<file path="config.mk">
export PLATFORM = sky130hd
export DESIGN_NAME = sgw_walker
export DESIGN_NICKNAME = d
export VERILOG_FILES = /design/src/rtl/sgw_pkg.sv /design/src/rtl/sgw_desc_store.sv /design/src/rtl/sgw_keep_gen.sv /design/src/rtl/sgw_walker.sv
export SDC_FILE = /design/constraint.sdc
export NUM_CORES = 1
export LEC_CHECK = 0
export ABC_CLOCK_PERIOD_IN_PS = 6700
export BUFFER_PORTS_ARGS = -buffer_cell sky130_fd_sc_hd__buf_2
export CAP_MARGIN = 20
export CORE_AREA = 10 10 153 155
export CTS_BUF_LIST = sky130_fd_sc_hd__clkbuf_8
export DETAILED_ROUTE_END_ITERATION = 12
export DIE_AREA = 0 0 163 165
export PLACE_DENSITY_LB_ADDON = 0.2
export SLEW_MARGIN = 20
export SYNTH_ARGS = -nofsm -noshare
export SYNTH_HDL_FRONTEND = slang
export SYNTH_SLANG_ARGS = --single-unit
</file>
<file path="constraint.sdc">
create_clock -name clk -period 6.7 [get_ports clk]
set_input_delay 0.335 -clock clk [delete_from_list [all_inputs] [get_ports clk]]
set_output_delay 0.335 -clock clk [all_outputs]
set_load 0.01 [all_outputs]
</file>
<file path="src/rtl/sgw_pkg.sv">
package sgw_pkg;
    localparam int WORD_BYTES   = 4;
    localparam int OFS_NEXT     = 0;   // word index of next pointer
    localparam int OFS_BUFA     = 2;   // word index of buffer address
    localparam int OFS_CTRL     = 6;   // word index of control word
    localparam int OFS_STAT     = 7;   // word index of status word
    localparam int OFS_APP      = 8;   // word index of first application word
    localparam int CTRL_EOF_BIT = 26;
    localparam int CTRL_SOF_BIT = 27;
    localparam int STAT_DONE_BIT = 31;

    typedef enum logic [3:0] {
        S_WAIT, S_FREQ, S_FRSP, S_AREQ, S_ARSP, S_AOUT,
        S_DREQ, S_DRSP, S_DOUT, S_WB, S_ADV
    } state_e;

    // Fetch order: status first so a completed descriptor halts early.
    function automatic logic [3:0] fetch_word(input logic [1:0] idx);
        case (idx)
            2'd0:    fetch_word = 4'(OFS_STAT);
            2'd1:    fetch_word = 4'(OFS_CTRL);
            2'd2:    fetch_word = 4'(OFS_NEXT);
            default: fetch_word = 4'(OFS_BUFA);
        endcase
    endfunction
endpackage

</file>
<file path="src/rtl/sgw_desc_store.sv">
module sgw_desc_store
    import sgw_pkg::*;
#(
    parameter int ADDR_W = 16,
    parameter int LEN_W  = 23
) (
    input  logic              clk,
    input  logic              rst_n,
    input  logic              cap_en_i,
    input  logic [1:0]        cap_sel_i,
    input  logic [31:0]       cap_data_i,
    output logic [ADDR_W-1:0] nxt_o,
    output logic [ADDR_W-1:0] bufa_o,
    output logic [LEN_W-1:0]  len_o,
    output logic              sof_o,
    output logic              eof_o
);
    typedef struct packed {
        logic [31:0]       ctrl;
        logic [ADDR_W-1:0] nxt;
        logic [ADDR_W-1:0] bufa;
    } store_t;

    store_t s_d, s_q;

    always_comb begin
        s_d = s_q;
        if (cap_en_i) begin
            case (cap_sel_i)
                2'd1:    s_d.ctrl = cap_data_i;
                2'd2:    s_d.nxt  = cap_data_i[ADDR_W-1:0];
                2'd3:    s_d.bufa = cap_data_i[ADDR_W-1:0];
                default: s_d = s_q;
            endcase
        end
    end

    always_ff @(posedge clk) begin
        if (!rst_n) s_q <= '0;
        else        s_q <= s_d;
    end

    assign nxt_o  = s_q.nxt;
    assign bufa_o = s_q.bufa;
    assign len_o  = s_q.ctrl[LEN_W-1:0];
    assign sof_o  = s_q.ctrl[CTRL_SOF_BIT];
    assign eof_o  = s_q.ctrl[CTRL_EOF_BIT];
endmodule

</file>
<file path="src/rtl/sgw_keep_gen.sv">
module sgw_keep_gen
    import sgw_pkg::*;
#(
    parameter int LEN_W = 23
) (
    input  logic [LEN_W-1:0]      rem_i,
    output logic [WORD_BYTES-1:0] keep_o,
    output logic                  is_last_o
);
    for (genvar j = 0; j < WORD_BYTES; j++) begin : g_lane
        assign keep_o[j] = (rem_i > LEN_W'(j));
    end
    assign is_last_o = (rem_i <= LEN_W'(WORD_BYTES));
endmodule

</file>
<file path="src/rtl/sgw_walker.sv">
module sgw_walker
    import sgw_pkg::*;
#(
    parameter int ADDR_W = 16,
    parameter int LEN_W  = 23,
    parameter int APP_N  = 5
) (
    input  logic              clk,
    input  logic              rst_n,
    input  logic              run_i,
    input  logic              start_i,
    input  logic              tail_wr_i,
    input  logic [ADDR_W-1:0] tail_ptr_i,
    input  logic              cur_wr_i,
    input  logic [ADDR_W-1:0] cur_ptr_i,
    output logic              halted_o,
    output logic              idle_o,
    output logic              eof_done_o,
    output logic [ADDR_W-1:0] cur_ptr_o,
    output logic              mem_req_valid_o,
    input  logic              mem_req_ready_i,
    output logic              mem_req_we_o,
    output logic [ADDR_W-1:0] mem_req_addr_o,
    output logic [31:0]       mem_req_wdata_o,
    input  logic              mem_rsp_valid_i,
    input  logic [31:0]       mem_rsp_data_i,
    output logic              dat_tvalid_o,
    input  logic              dat_tready_i,
    output logic [31:0]       dat_tdata_o,
    output logic [3:0]        dat_tkeep_o,
    output logic              dat_tlast_o,
    output logic              app_tvalid_o,
    input  logic              app_tready_i,
    output logic [31:0]       app_tdata_o,
    output logic              app_tlast_o
);
    localparam int AIDX_W = (APP_N > 1) ? $clog2(APP_N) : 1;
    localparam logic [AIDX_W-1:0] AIDX_LAST = AIDX_W'(APP_N - 1);

    typedef struct packed {
        state_e                st;
        logic [1:0]            fidx;
        logic [AIDX_W-1:0]     aidx;
        logic [LEN_W-1:0]      rem;
        logic [ADDR_W-1:0]     daddr;
        logic [ADDR_W-1:0]     cur;
        logic [ADDR_W-1:0]     tail;
        logic                  halted;
        logic                  idle;
        logic                  eof_pls;
        logic                  dvalid;
        logic [31:0]           ddata;
        logic [WORD_BYTES-1:0] dkeep;
        logic                  dlast;
        logic                  avalid;
        logic [31:0]           adata;
        logic                  alast;
    } regs_t;

    regs_t r_d, r_q;

    logic [ADDR_W-1:0]     d_nxt, d_bufa;
    logic [LEN_W-1:0]      d_len;
    logic                  d_sof, d_eof;
    logic [WORD_BYTES-1:0] k_keep;
    logic                  k_last;
    logic                  cap_en;

    assign cap_en = (r_q.st == S_FRSP) && mem_rsp_valid_i && (r_q.fidx != 2'd0);

    sgw_desc_store #(.ADDR_W(ADDR_W), .LEN_W(LEN_W)) u_store (
        .clk        (clk),
        .rst_n      (rst_n),
        .cap_en_i   (cap_en),
        .cap_sel_i  (r_q.fidx),
        .cap_data_i (mem_rsp_data_i),
        .nxt_o      (d_nxt),
        .bufa_o     (d_bufa),
        .len_o      (d_len),
        .sof_o      (d_sof),
        .eof_o      (d_eof)
    );

    sgw_keep_gen #(.LEN_W(LEN_W)) u_keep (
        .rem_i     (r_q.rem),
        .keep_o    (k_keep),
        .is_last_o (k_last)
    );

    always_comb begin
        r_d         = r_q;
        r_d.eof_pls = 1'b0;
        mem_req_valid_o = 1'b0;
        mem_req_we_o    = 1'b0;
        mem_req_addr_o  = '0;
        mem_req_wdata_o = '0;

        case (r_q.st)
            S_WAIT: begin
                if (cur_wr_i) r_d.cur = cur_ptr_i;
                if (run_i && !r_q.idle && !r_q.halted) begin
                    r_d.st   = S_FREQ;
                    r_d.fidx = 2'd0;
                end
            end
            S_FREQ: begin
                mem_req_valid_o = 1'b1;
                mem_req_addr_o  = r_q.cur + ADDR_W'({fetch_word(r_q.fidx), 2'b00});
                if (mem_req_ready_i) r_d.st = S_FRSP;
            end
            S_FRSP: begin
                if (mem_rsp_valid_i) begin
                    if (r_q.fidx == 2'd0) begin
                        if (mem_rsp_data_i[STAT_DONE_BIT]) begin
                            r_d.halted = 1'b1;
                            r_d.st     = S_WAIT;
                        end else begin
                            r_d.fidx = 2'd1;
                            r_d.st   = S_FREQ;
                        end
                    end else if (r_q.fidx == 2'd3) begin
                        r_d.daddr = {mem_rsp_data_i[ADDR_W-1:2], 2'b00};
                        r_d.rem   = d_len;
                        r_d.aidx  = '0;
                        if (d_sof)               r_d.st = S_AREQ;
                        else if (d_len != '0)    r_d.st = S_DREQ;
                        else                     r_d.st = S_WB;
                    end else begin
                        r_d.fidx = r_q.fidx + 2'd1;
                        r_d.st   = S_FREQ;
                    end
                end
            end
            S_AREQ: begin
                mem_req_valid_o = 1'b1;
                mem_req_addr_o  = r_q.cur + ADDR_W'((OFS_APP + int'(r_q.aidx)) * WORD_BYTES);
                if (mem_req_ready_i) r_d.st = S_ARSP;
            end
            S_ARSP: begin
                if (mem_rsp_valid_i) begin
                    r_d.avalid = 1'b1;
                    r_d.adata  = mem_rsp_data_i;
                    r_d.alast  = (r_q.aidx == AIDX_LAST);
                    r_d.st     = S_AOUT;
                end
            end
            S_AOUT: begin
                if (app_tready_i) begin
                    r_d.avalid = 1'b0;
                    r_d.alast  = 1'b0;
                    if (r_q.aidx == AIDX_LAST) begin
                        r_d.st = (r_q.rem != '0) ? S_DREQ : S_WB;
                    end else begin
                        r_d.aidx = r_q.aidx + AIDX_W'(1);
                        r_d.st   = S_AREQ;
                    end
                end
            end
            S_DREQ: begin
                mem_req_valid_o = 1'b1;
                mem_req_addr_o  = r_q.daddr;
                if (mem_req_ready_i) r_d.st = S_DRSP;
            end
            S_DRSP: begin
                if (mem_rsp_valid_i) begin
                    r_d.dvalid = 1'b1;
                    r_d.ddata  = mem_rsp_data_i;
                    r_d.dkeep  = k_keep;
                    r_d.dlast  = d_eof && k_last;
                    r_d.st     = S_DOUT;
                end
            end
            S_DOUT: begin
                if (dat_tready_i) begin
                    r_d.dvalid = 1'b0;
                    r_d.dlast  = 1'b0;
                    if (k_last) begin
                        r_d.rem = '0;
                        r_d.st  = S_WB;
                    end else begin
                        r_d.rem   = r_q.rem - LEN_W'(WORD_BYTES);
                        r_d.daddr = r_q.daddr + ADDR_W'(WORD_BYTES);
                        r_d.st    = S_DREQ;
                    end
                end
            end
            S_WB: begin
                mem_req_valid_o = 1'b1;
                mem_req_we_o    = 1'b1;
                mem_req_addr_o  = r_q.cur + ADDR_W'(OFS_STAT * WORD_BYTES);
                mem_req_wdata_o = 32'h8000_0000 | 32'(d_len);
                if (mem_req_ready_i) begin
                    r_d.eof_pls = d_eof;
                    r_d.st      = S_ADV;
                end
            end
            S_ADV: begin
                if (r_q.cur == r_q.tail) r_d.idle = 1'b1;
                else                     r_d.cur  = d_nxt;
                r_d.st = S_WAIT;
            end
            default: r_d.st = S_WAIT;
        endcase

        if (start_i) begin
            r_d.halted = 1'b0;
            r_d.idle   = 1'b0;
        end
        if (tail_wr_i) begin
            r_d.tail = tail_ptr_i;
            r_d.idle = 1'b0;
        end
    end

    always_ff @(posedge clk) begin
        if (!rst_n) begin
            r_q        <= '0;
            r_q.st     <= S_WAIT;
            r_q.halted <= 1'b1;
        end else begin
            r_q <= r_d;
        end
    end

    assign halted_o     = r_q.halted;
    assign idle_o       = r_q.idle;
    assign eof_done_o   = r_q.eof_pls;
    assign cur_ptr_o    = r_q.cur;
    assign dat_tvalid_o = r_q.dvalid;
    assign dat_tdata_o  = r_q.ddata;
    assign dat_tkeep_o  = r_q.dkeep;
    assign dat_tlast_o  = r_q.dlast;
    assign app_tvalid_o = r_q.avalid;
    assign app_tdata_o  = r_q.adata;
    assign app_tlast_o  = r_q.alast;

    // data beat held under backpressure
    p_dat_hold_r7: assert property (@(posedge clk) disable iff (!rst_n)
        (dat_tvalid_o && !dat_tready_i) |=>
        (dat_tvalid_o && $stable(dat_tdata_o) && $stable(dat_tkeep_o) && $stable(dat_tlast_o)))
        else $error("p_dat_hold_r7");

    // application beat held under backpressure
    p_app_hold_r7: assert property (@(posedge clk) disable iff (!rst_n)
        (app_tvalid_o && !app_tready_i) |=>
        (app_tvalid_o && $stable(app_tdata_o) && $stable(app_tlast_o)))
        else $error("p_app_hold_r7");

    // completion pulse lasts a single cycle
    p_eof_pulse_r9: assert property (@(posedge clk) disable iff (!rst_n)
        eof_done_o |=> !eof_done_o)
        else $error("p_eof_pulse_r9");

    // halted channel is silent
    p_halt_quiet_r3: assert property (@(posedge clk) disable iff (!rst_n)
        halted_o |-> (!mem_req_valid_o && !dat_tvalid_o && !app_tvalid_o))
        else $error("p_halt_quiet_r3");

    // idle channel issues no request
    p_idle_quiet_r10: assert property (@(posedge clk) disable iff (!rst_n)
        idle_o |-> !mem_req_valid_o)
        else $error("p_idle_quiet_r10");

    // tlast only for an end-of-frame descriptor
    p_tlast_eof_r6: assert property (@(posedge clk) disable iff (!rst_n)
        (dat_tvalid_o && dat_tlast_o) |-> d_eof)
        else $error("p_tlast_eof_r6");

    // every write-back marks the descriptor complete
    p_wb_done_r8: assert property (@(posedge clk) disable iff (!rst_n)
        (mem_req_valid_o && mem_req_we_o) |-> mem_req_wdata_o[STAT_DONE_BIT])
        else $error("p_wb_done_r8");
endmodule

</file>
# Word level (Yosys, flattened, before mapping)
# Index checks and enable logic that the tools add are counted.
# op_classes
n_addsub,8
order_cmp,5
n_eq_ne,33
n_mux,55
bitwise,1
n_reduce_logical,39
# op_table
operator,count
42-bit 2-to-1 mux,2
39-bit case mux with 2 select lines,1
16-bit case mux with 4 select lines,1
4-bit 2-to-1 mux,15
16-bit 2-to-1 mux,3
48-bit 2-to-1 mux,1
"23-bit by 1-bit greater-than comparator with 1-bit output, second input constant",2
"23-bit by 2-bit greater-than comparator with 1-bit output, second input constant",2
23-bit nonzero test,2
4-bit case mux with 10 select lines,1
39-bit 2-to-1 mux,1
38-bit 2-to-1 mux,1
34-bit 2-to-1 mux,1
32-bit 2-to-1 mux,1
16-bit case mux with 2 select lines,1
"2-bit inequality test, second input constant",15
"23-bit by 3-bit <= comparator with 1-bit output, second input constant",1
23-bit 2-to-1 mux,1
"23-bit by 3-bit subtractor with 23-bit output, second input constant",1
2-bit nonzero test,11
"16-bit by 3-bit adder with 16-bit output, second input constant",1
"16-bit by 5-bit adder with 16-bit output, second input constant",1
16-bit by 6-bit adder with 16-bit output,1
16-bit by 7-bit adder with 16-bit output,1
other kinds (34),73
# totals
ff_bits,199
in_bits,74
output_inout_bits,141
word_cells,160

# Logic depth before layout (Yosys ltp)
# Gate-level depths: netlist of run 1.
# depth
ltp_word,7
ltp_mapped,14
mapped_depth_nobuf,12

# Cells and area by module
# A second synthesis of run 1 with hierarchy kept.
# unflattened
cells_unflattened,1340
area_unflattened_um2,10925.5
# by_module_without_submodules
mod,n_inst,cells_per_inst,area_per_inst_um2
sgw_walker,1,1111,8657.1
sgw_desc_store,1,214,2164.6
sgw_keep_gen,1,15,103.8

# Worst setup path after synthesis of run 1
# Ideal clock, no wire load.
# synth_timing
path_kind,register to output
start,reg r_q[151] (netlist bit)
end,out mem_req_addr_o[14]
arrival_time_ps,2805
path_slack_ps,3560
path_stages_with_launch,14
path_buffers,2
path_cell_list,dfxtp_1 -> clkbuf_1 -> nor2b_1 -> clkbuf_1 -> nand2_1 -> inv_1 -> a21oi_1 -> ha_1 -> fa_1 -> a21o_1 -> a21oi_1 -> nor3_1 -> xnor2_1 -> o21ai_0
# synth_via
elab_chain_cells,2
# synth_rtl
item,line,text
from (decl),sgw_walker.sv:60,"regs_t r_d, r_q;"
from (signal assigned),sgw_walker.sv:221,r_q <= r_d;
"4-bit == test, or another cell as far along",sgw_walker.sv:98,case (r_q.st)
16-bit case mux with 4 select lines (*),sgw_walker.sv:98,
to (decl),sgw_walker.sv:23,"output logic [ADDR_W-1:0] mem_req_addr_o,"
# Mark *: on every way between the ends. The rest lies on a longest branch, timed or not.

# Final worst setup path of run 1
# Ends and elaborated chain as after synthesis.

==> results of run 1 <==
-- area by class of cell --
class                   count  area (um^2)
clock buffers              17          234
clock inverters            15          191
fillers                  2027         9300
inverters                  13         51.3
multi-input cells         930         5050
flip-flops and latches    194         3880
well taps                 270          338
repair buffers            218         1120
-- power groups by stage --
stage	registers (mW)	logic, mW	clock network [mW]
global placement	1.39	0.868	0
global route	1.38	0.985	0.860
CTS	1.36	0.883	0.820
floorplan	1.32	0.709	0
detailed placement	1.39	0.879	0
finish	1.37	0.895	0.808
-- Yosys cell counts, drive strengths merged, types with 3 or more instances --
master and count:
nand2b 5, a21o 4, a211oi 21, o2bb2ai 3, and3 30, nand4 12, nor2 94, nor4 20
nand2 268, or2 5, a311oi 4, dfxtp 194, xnor2 29, o32ai 6, nor3 27, or3 9
inv 13, a31oi 11, and2 6, a21oi 154, mux2i 34, o22ai 4, o211ai 4, a32oi 4
nand3 49, a22o 7, nor2b 7, ha 14, clkbuf 71, buf 105, o31ai 3, nor3b 3
o21ai 60, xor2 3
-- placed cells by master (no fill, tap or decap), types with 5 or more instances in the layout --
master / count
conb_1: 8
mux2i_1: 34
clkbuf_8: 17
nor2_1: 93
xnor2_1: 29
inv_8: 5
a21oi_1: 154
dfxtp_1: 194
nor4_1: 19
o21ai_0: 57
and3_1: 30
nand4_1: 12
and2_1: 5
or2_2: 5
o32ai_1: 6
ha_1: 14
a31oi_1: 11
nor2b_1: 7
nor3_1: 26
a211oi_1: 21
a22o_1: 6
buf_2: 206
nand3_1: 49
inv_1: 12
nand2_1: 267
or3_1: 6
buf_4: 12
nand2b_1: 5
-- sequential cells by signal (all words and copies together), names as in the netlist, 4 cells and up --
name           cells
app_tdata_o       32
cur_ptr_o         16
dat_tdata_o       32
dat_tkeep_o        4
r_q               62
u_store.len_o     23
u_store.nxt_o     16
-- cells by family after synthesis --
logic type | count (synthesis) | share of synthesized area, %
DFF | 194 | 39.0
other | 1 | 0.0376
and+or+nand+nor | 542 | 24.5
AOI/OAI and AO/OA | 297 | 17.2
adders and majority gates | 15 | 1.96
muxes | 36 | 3.64
buffers and inverters | 189 | 10.9
xor gates and xnor gates | 32 | 2.81
-- worst max path at each step --
stage | from | to | depth (start not counted)
after global routing | r_q[151] | mem_req_addr_o[14] | 13
final | r_q[151] | mem_req_addr_o[14] | 13
after CTS | r_q[151] | mem_req_addr_o[14] | 13
after floorplan | r_q[151] | mem_req_addr_o[14] | 13
after detailed placement | r_q[151] | mem_req_addr_o[8] | 13
after global placement | r_q[151] | mem_req_addr_o[14] | 13
-- per-layer routing --
| layer | GRT usage [%] | wire (um) | vias to the layer above |
|---|---|---|---|
| met5 | 0 | 0 | - |
| met4 | 7.38 | 790 | 0 |
| met3 | 7.32 | 3010 | 54 |
| met2 | 34.1 | 14100 | 392 |
| met1 | 29.9 | 13900 | 4396 |
| li1 | - | - | 4538 |
-- per-stage QoR --
| stage | hold WS (ps) | power [mW] | setup WS, ps | cells | instance area [um^2] |
|---|---|---|---|---|---|
| 2_1_floorplan | 414 | 2.03 | 3560 | 1313 | 9990 |
| 3_3_place_gp | 438 | 2.26 | 3130 | 1625 | 10400 |
| 3_5_place_dp | 443 | 2.27 | 3030 | 1625 | 10400 |
| 4_1_cts | 17.5 | 3.07 | 2500 | 1657 | 10900 |
| 5_1_grt | 21.7 | 3.22 | 2120 | 1657 | 10900 |
| 6_report | 37.5 | 3.07 | 2470 | 1657 | 10900 |
==> results.sh, run 1 <==
export IMPL_worstPathArrival_ps=3900
export IMPL_peakVddDrop_v=0.000128
export IMPL_cts_max_path_buffers=2
export IMPL_n_antenna_cell=0
export IMPL_final_layout_size_suffix_gt1_share_pct=19.3
export IMPL_slowest_stage="dfxtp_1"
export IMPL_critPathBufInv=3
export IMPL_path_cells="nor2b_1 > buf_4 > nand2_1 > inv_1 > a21oi_1 > ha_1 > fa_1 > a21o_1 > a21oi_1 > nor3_1 > xnor2_1 > o21ai_0 > buf_2"
export IMPL_postSynthAreaPerCell_um2=7.63
export IMPL_ioPinCount=215
export IMPL_cts_tree="built"
export IMPL_slew_headroom_pct=27.6
export IMPL_cp_common_cell="a21oi_1"
export IMPL_nets=1463
export IMPL_io_buffers=206
export IMPL_grt_remaining_overflow=0
export IMPL_power_switching_mw=1.19
export IMPL_ys_seq_elements=194
export IMPL_netlist_cell_type_count=62
export IMPL_seqPwrFrac_pct=44.5
export IMPL_synth_area_leaders="dfxtp_1, nand2_1, a21oi_1"
export IMPL_initial_core_util_pct=49.4
export IMPL_worstReg2RegStart="r_q[154]"
export IMPL_die_area_um2=26900
export IMPL_viasPerCell=5.66
export IMPL_rows=52
export IMPL_synth_area_um2=9970
export IMPL_antenna_found_initial=0
export IMPL_hold_class="primary input to flop"
export IMPL_netlist_instances=1306
export IMPL_drtIter0Drc=869
export IMPL_cts_made_buffers=17
export IMPL_max_cap_violations=0
export IMPL_endpoint_kind="output port"
export IMPL_clkLatencyLatePin_ps=490
export IMPL_p_int_mw=1.88
export IMPL_drv_slew=0
export IMPL_drt_wl_total_mm=31.8
export IMPL_r2r_end="r_q[109]"
export IMPL_hold_depth=2
export IMPL_antenna_left=0
export IMPL_post_cts_buffers=0
export IMPL_holdBufCountCts=0
export IMPL_finalHoldViolations=0
export IMPL_drc=0
export IMPL_startpoint_type="flop"
export IMPL_synth_warnings=0
export IMPL_gp_congestion=0.928
export IMPL_fmaxAchievable_ghz=0.236
export IMPL_crit_fanout=29
export IMPL_die_h_um=165
export IMPL_cp_slowest_stage_delay_ps=660
export IMPL_dp_hpwl_mm=23.2
export IMPL_clkPwrFrac_pct=26.3
export IMPL_swShare_pct=38.9
export IMPL_combPwrFrac_pct=29.1
export IMPL_fin_skew_ps=22.9
export IMPL_cts_max_level=4
export IMPL_grt_pass1_vias=8849
export IMPL_cts_resized_gates=0
export IMPL_area_delta_synth_final_pct=9.01
export IMPL_clk_pin_slew_ps=100
export IMPL_p_leak_nw=4.45
export IMPL_rsz0062_at_grt="false"
export IMPL_async_reset_ff_share_pct=0
export IMPL_min_period_ps=4230
export IMPL_crit_family="compound AO/OA/AOI/OAI gates"
export IMPL_wl_per_cell_um=19.2
export IMPL_vias=9380
export IMPL_die_x_um=163
export IMPL_setup_viol=0
export IMPL_power_per_cell_area_nw_per_um2=283
export IMPL_crit_type="flop to output port"
export IMPL_clock_root_buffer="clkbuf_8"
export IMPL_whs_endpoint="idle_o"
export IMPL_tightest_slew_ps=1080
export IMPL_ys_seq_area_share_pct=39.0
export IMPL_synth_top_area_share_pct=39.0
export IMPL_status="complete, no violations"
export IMPL_min_period_over_period_pct=63.2
export IMPL_drt_pass1_iterations=5
export IMPL_reg2regPathDepth=7
export IMPL_synth_top_area_cell="dfxtp_1"
export IMPL_synthFlopType="dfxtp_1"
export IMPL_cp_required_ps=6360
export IMPL_setup_tns_ps=0
export IMPL_synth_edf_count=0
export IMPL_regToRegSetupSlack_ps=3480
export IMPL_hold_start="start_i"
export IMPL_grt_max_degree=59
export IMPL_coreArea_um2=20200
export IMPL_post_route_util_pct=53.9
export IMPL_clock_sinks=194
export IMPL_grt_util_all_layers_pct=22.6
export IMPL_grt_pass1_wl_mm=48.9
Power figures use the tool's default switching activity.
==> inputs of run 2 (changes only) <==
--- a/config.mk
+++ b/config.mk
@@ -5,13 +5,14 @@
 export SDC_FILE = /design/constraint.sdc
 export NUM_CORES = 1
 export LEC_CHECK = 0
-export ABC_CLOCK_PERIOD_IN_PS = 6700
+export ABC_AREA = 1
+export ABC_CLOCK_PERIOD_IN_PS = 3500
 export BUFFER_PORTS_ARGS = -buffer_cell sky130_fd_sc_hd__buf_2
 export CAP_MARGIN = 20
-export CORE_AREA = 10 10 153 155
+export CORE_AREA = 10 10 155 157
 export CTS_BUF_LIST = sky130_fd_sc_hd__clkbuf_8
 export DETAILED_ROUTE_END_ITERATION = 12
-export DIE_AREA = 0 0 163 165
+export DIE_AREA = 0 0 165 167
 export PLACE_DENSITY_LB_ADDON = 0.2
 export SLEW_MARGIN = 20
 export SYNTH_ARGS = -nofsm -noshare
==> constraint.sdc (replaced) <==
create_clock -name clk -period 3.5 [get_ports clk]
set_input_delay 0.175 -clock clk [delete_from_list [all_inputs] [get_ports clk]]
set_output_delay 0.175 -clock clk [all_outputs]
set_load 0.01 [all_outputs]
==> run 2 against run 1 <==
Compared with the run above:
- die area increased by 2.5%
- register-to-register slack got worse by 2400 ps
- clock skew about the same
- largest power group unchanged
- highest routed layer unchanged
==> results.sh, run 2 <==
export IMPL_largest_register_ffs=62
export IMPL_synthFlopType="dfxtp_1"
export IMPL_post_route_util_pct=55.8
export IMPL_synth_area_leaders="dfxtp_1, nand2_1, a21oi_1"
export IMPL_worstPathArrival_ps=3040
export IMPL_gp_congestion=0.900
export IMPL_place_inst=1831
export IMPL_postSynthAreaPerCell_um2=6.93
export IMPL_io_buffers=206
export IMPL_antenna_left=0
export IMPL_multi_input_area_um2=5040
export IMPL_status="complete, no violations"
export IMPL_final_cell_mix="nand2_1, buf_2, dfxtp_1, a21oi_1, nor2_1"
export IMPL_peakVddDrop_v=0.000255
export IMPL_finalHoldViolations=0
export IMPL_synth_top_area_cell="dfxtp_1"
export IMPL_grt_pass1_vias=9593
export IMPL_path_cells="inv_2 > nand2_4 > nor2_2 > inv_2 > o22ai_1 > inv_1 > ha_1 > fa_1 > nand3_1 > nand3_1 > nand2_1 > nor2_1 > o32ai_1 > buf_2"
export IMPL_ioPinCount=215
export IMPL_whs_endpoint="app_tdata_o[11]"
export IMPL_synth_edf_count=0
export IMPL_synth_area_um2=10300
export IMPL_async_reset_ff_share_pct=0
export IMPL_fin_skew_ps=23.3
export IMPL_min_period_over_period_pct=92.0
export IMPL_grt_pass1_wl_mm=51.8
export IMPL_power_per_cell_area_nw_per_um2=518
export IMPL_seqPwrFrac_pct=41.6
export IMPL_cts_tree="built"
export IMPL_hold_start="mem_rsp_data_i[11]"
export IMPL_regArea_um2=3900
export IMPL_cp_required_ps=3320
export IMPL_post_cts_buffers=0
export IMPL_grt_util_all_layers_pct=23.3
export IMPL_synth_top_area_share_pct=37.5
export IMPL_startpoint_type="flop"
export IMPL_reg2regPathDepth=7
export IMPL_drv_slew=0
export IMPL_grt_remaining_overflow=0
export IMPL_rows=53
export IMPL_clk_pin_slew_ps=100
export IMPL_cp_slowest_stage_delay_ps=400
export IMPL_tightest_slew_ps=959
export IMPL_netlist_cell_type_count=48
export IMPL_drtIter0Drc=738
export IMPL_clkPwrFrac_pct=23.6
export IMPL_clkLatencyLatePin_ps=480
export IMPL_combPwrFrac_pct=34.8
export IMPL_crit_type="flop to output port"
export IMPL_synth_warnings=0
export IMPL_synth_most_common_cell="nand2_1"
export IMPL_final_layout_size_suffix_gt1_share_pct=19.1
export IMPL_swShare_pct=39.3
export IMPL_fmaxAchievable_ghz=0.311
export IMPL_clock_root_buffer="clkbuf_8"
export IMPL_die_x_um=165
export IMPL_setup_viol=0
export IMPL_grt_max_degree=101
export IMPL_n_antenna_cell=0
export IMPL_final_common_cell="nand2_1"
export IMPL_rsz0062_at_grt="true"
export IMPL_cts_made_buffers=17
export IMPL_wl_per_cell_um=17.4
export IMPL_stdcell_count=1900
export IMPL_endpoint_kind="output port"
export IMPL_slowest_stage="fa_1"
export IMPL_cts_max_path_buffers=2
export IMPL_initial_core_util_pct=49.7
export IMPL_drt_pass1_iterations=5
export IMPL_min_period_ps=3220
export IMPL_drt_wl_total_mm=33.1
export IMPL_max_cap_violations=0
export IMPL_final_cell_area_um2=11600
export IMPL_power_switching_mw=2.36
export IMPL_power_total_mw=6.02
export IMPL_setup_tns_ps=0
export IMPL_placed_area_um2=10800
export IMPL_p_leak_nw=5.14
export IMPL_slew_headroom_pct=36.1
export IMPL_cts_max_level=4
export IMPL_synthTopCellsByCount="nand2_1, dfxtp_1, a21oi_1"
export IMPL_vias=10051
export IMPL_regToRegSetupSlack_ps=1060
export IMPL_fillCellCount=2104
export IMPL_crit_fanout=5
export IMPL_die_area_um2=27600
export IMPL_dp_hpwl_mm=24.2
export IMPL_antenna_found_initial=0
export IMPL_area_delta_synth_final_pct=12.3
export IMPL_regMostFlops="r_q"
export IMPL_die_h_um=167
export IMPL_hold_depth=3
export IMPL_ys_seq_area_share_pct=37.5
export IMPL_viasPerCell=5.29
export IMPL_netlist_instances=1494
export IMPL_r2r_end="cur_ptr_o[3]"
export IMPL_hold_class="primary input to flop"
export IMPL_p_int_mw=3.66
export IMPL_ys_seq_elements=194
export IMPL_coreArea_um2=20800
export IMPL_drc=0
export IMPL_clock_sinks=194
export IMPL_worstReg2RegStart="r_q[153]"
export IMPL_nets=1701
==> run 2: changes by cell type in the layout (fill, tap and decap cells not counted), sizes merged, moves of 11 or more <==
cell / previous run / this run
o21ai: 60 / 136
nand3: 49 / 88
inv: 19 / 124
nor2: 94 / 185
nor4: 20 / 1
nor3: 27 / 16
dlygate4sd3: 0 / 36
a211oi: 21 / 2
nand2: 268 / 310
xor2: 3 / 15
mux2i: 34 / 0
and3: 30 / 0
a21oi: 154 / 186
==> run 2: worst max-delay path, delay by kind of cell, from the launching register on <==
family / cells / cell delay (ps)
compound gates: 2 / 410
flops: 1 / 380
buf+inv: 4 / 450
simple gates: 6 / 710
fa+ha+maj: 2 / 610
==> run 2: through the flow <==
stage	worst slack (ps)	hold slack, ps
detailed placement	545	407
CTS	17.5	2.26
global placement	677	403
floorplan	824	287
global route	-15.1	24.2
finish	281	35.2
==> run 2: per-layer routing <==
metal / wire, um / up-vias / share of wire [%] / global-route usage [%]
met3: 2320 / 59 / 7.0 / 5.79
met1: 14600 / 4700 / 44 / 30.6
met4: 811 / 0 / 2.5 / 7.01
met5: 0 / - / 0 / 0
met2: 15400 / 298 / 46 / 36.7
li1: - / 4994 / - / -
==> run 2: area by class of cell <==
class / count / area share, %
clock buffer: 19 / 2.25
clock inverter: 13 / 0.991
inverter: 120 / 3.91
multi-input combinational: 1024 / 43.4
sequential: 194 / 33.5
tap: 275 / 2.96
timing repair buffer: 255 / 13.0
==> run 2: logic make-up after synthesis <==
family / count (synthesis) / share of synthesized area (%)
and+or+nand+nor: 617 / 25.5
AOI/OAI and AO/OA: 350 / 17.9
buffers and inverters: 283 / 14.3
DFF: 194 / 37.5
xor gates and xnor gates: 34 / 2.88
adders and majority gates: 15 / 1.89
other: 1 / 0.0362
==> run 2: how the worst max path moves through the flow <==
stage	start	endpoint	slack, ps	cells after the start
final	r_q[154]	mem_req_addr_o[8]	280	14
after global routing	r_q[154]	mem_req_addr_o[15]	-20	18
after CTS	r_q[151]	mem_req_addr_o[14]	20	17
after detailed placement	r_q[151]	mem_req_addr_o[14]	540	17
after global placement	r_q[151]	mem_req_addr_o[14]	680	17
after floorplan	r_q[153]	mem_req_addr_o[15]	820	16
==> run 2: power by group through the flow <==
stage	combinational, mW	clock [mW]	sequential [mW]
5_1_grt	2.33	1.54	2.53
3_3_place_gp	2.00	0	2.55
2_1_floorplan	1.59	0	2.49
3_5_place_dp	2.01	0	2.55
6_report	2.09	1.42	2.51
4_1_cts	2.06	1.45	2.50
==> run 2: repair_timing <==
| action | 4_1_cts | 5_1_grt |
|---|---|---|
| hold buffers | 35 | 1 |
| resized for setup | 0 | 15 |
| endpoints found under the setup margin | 0 | 9 |
| endpoints found under the hold margin | 49 | 1 |
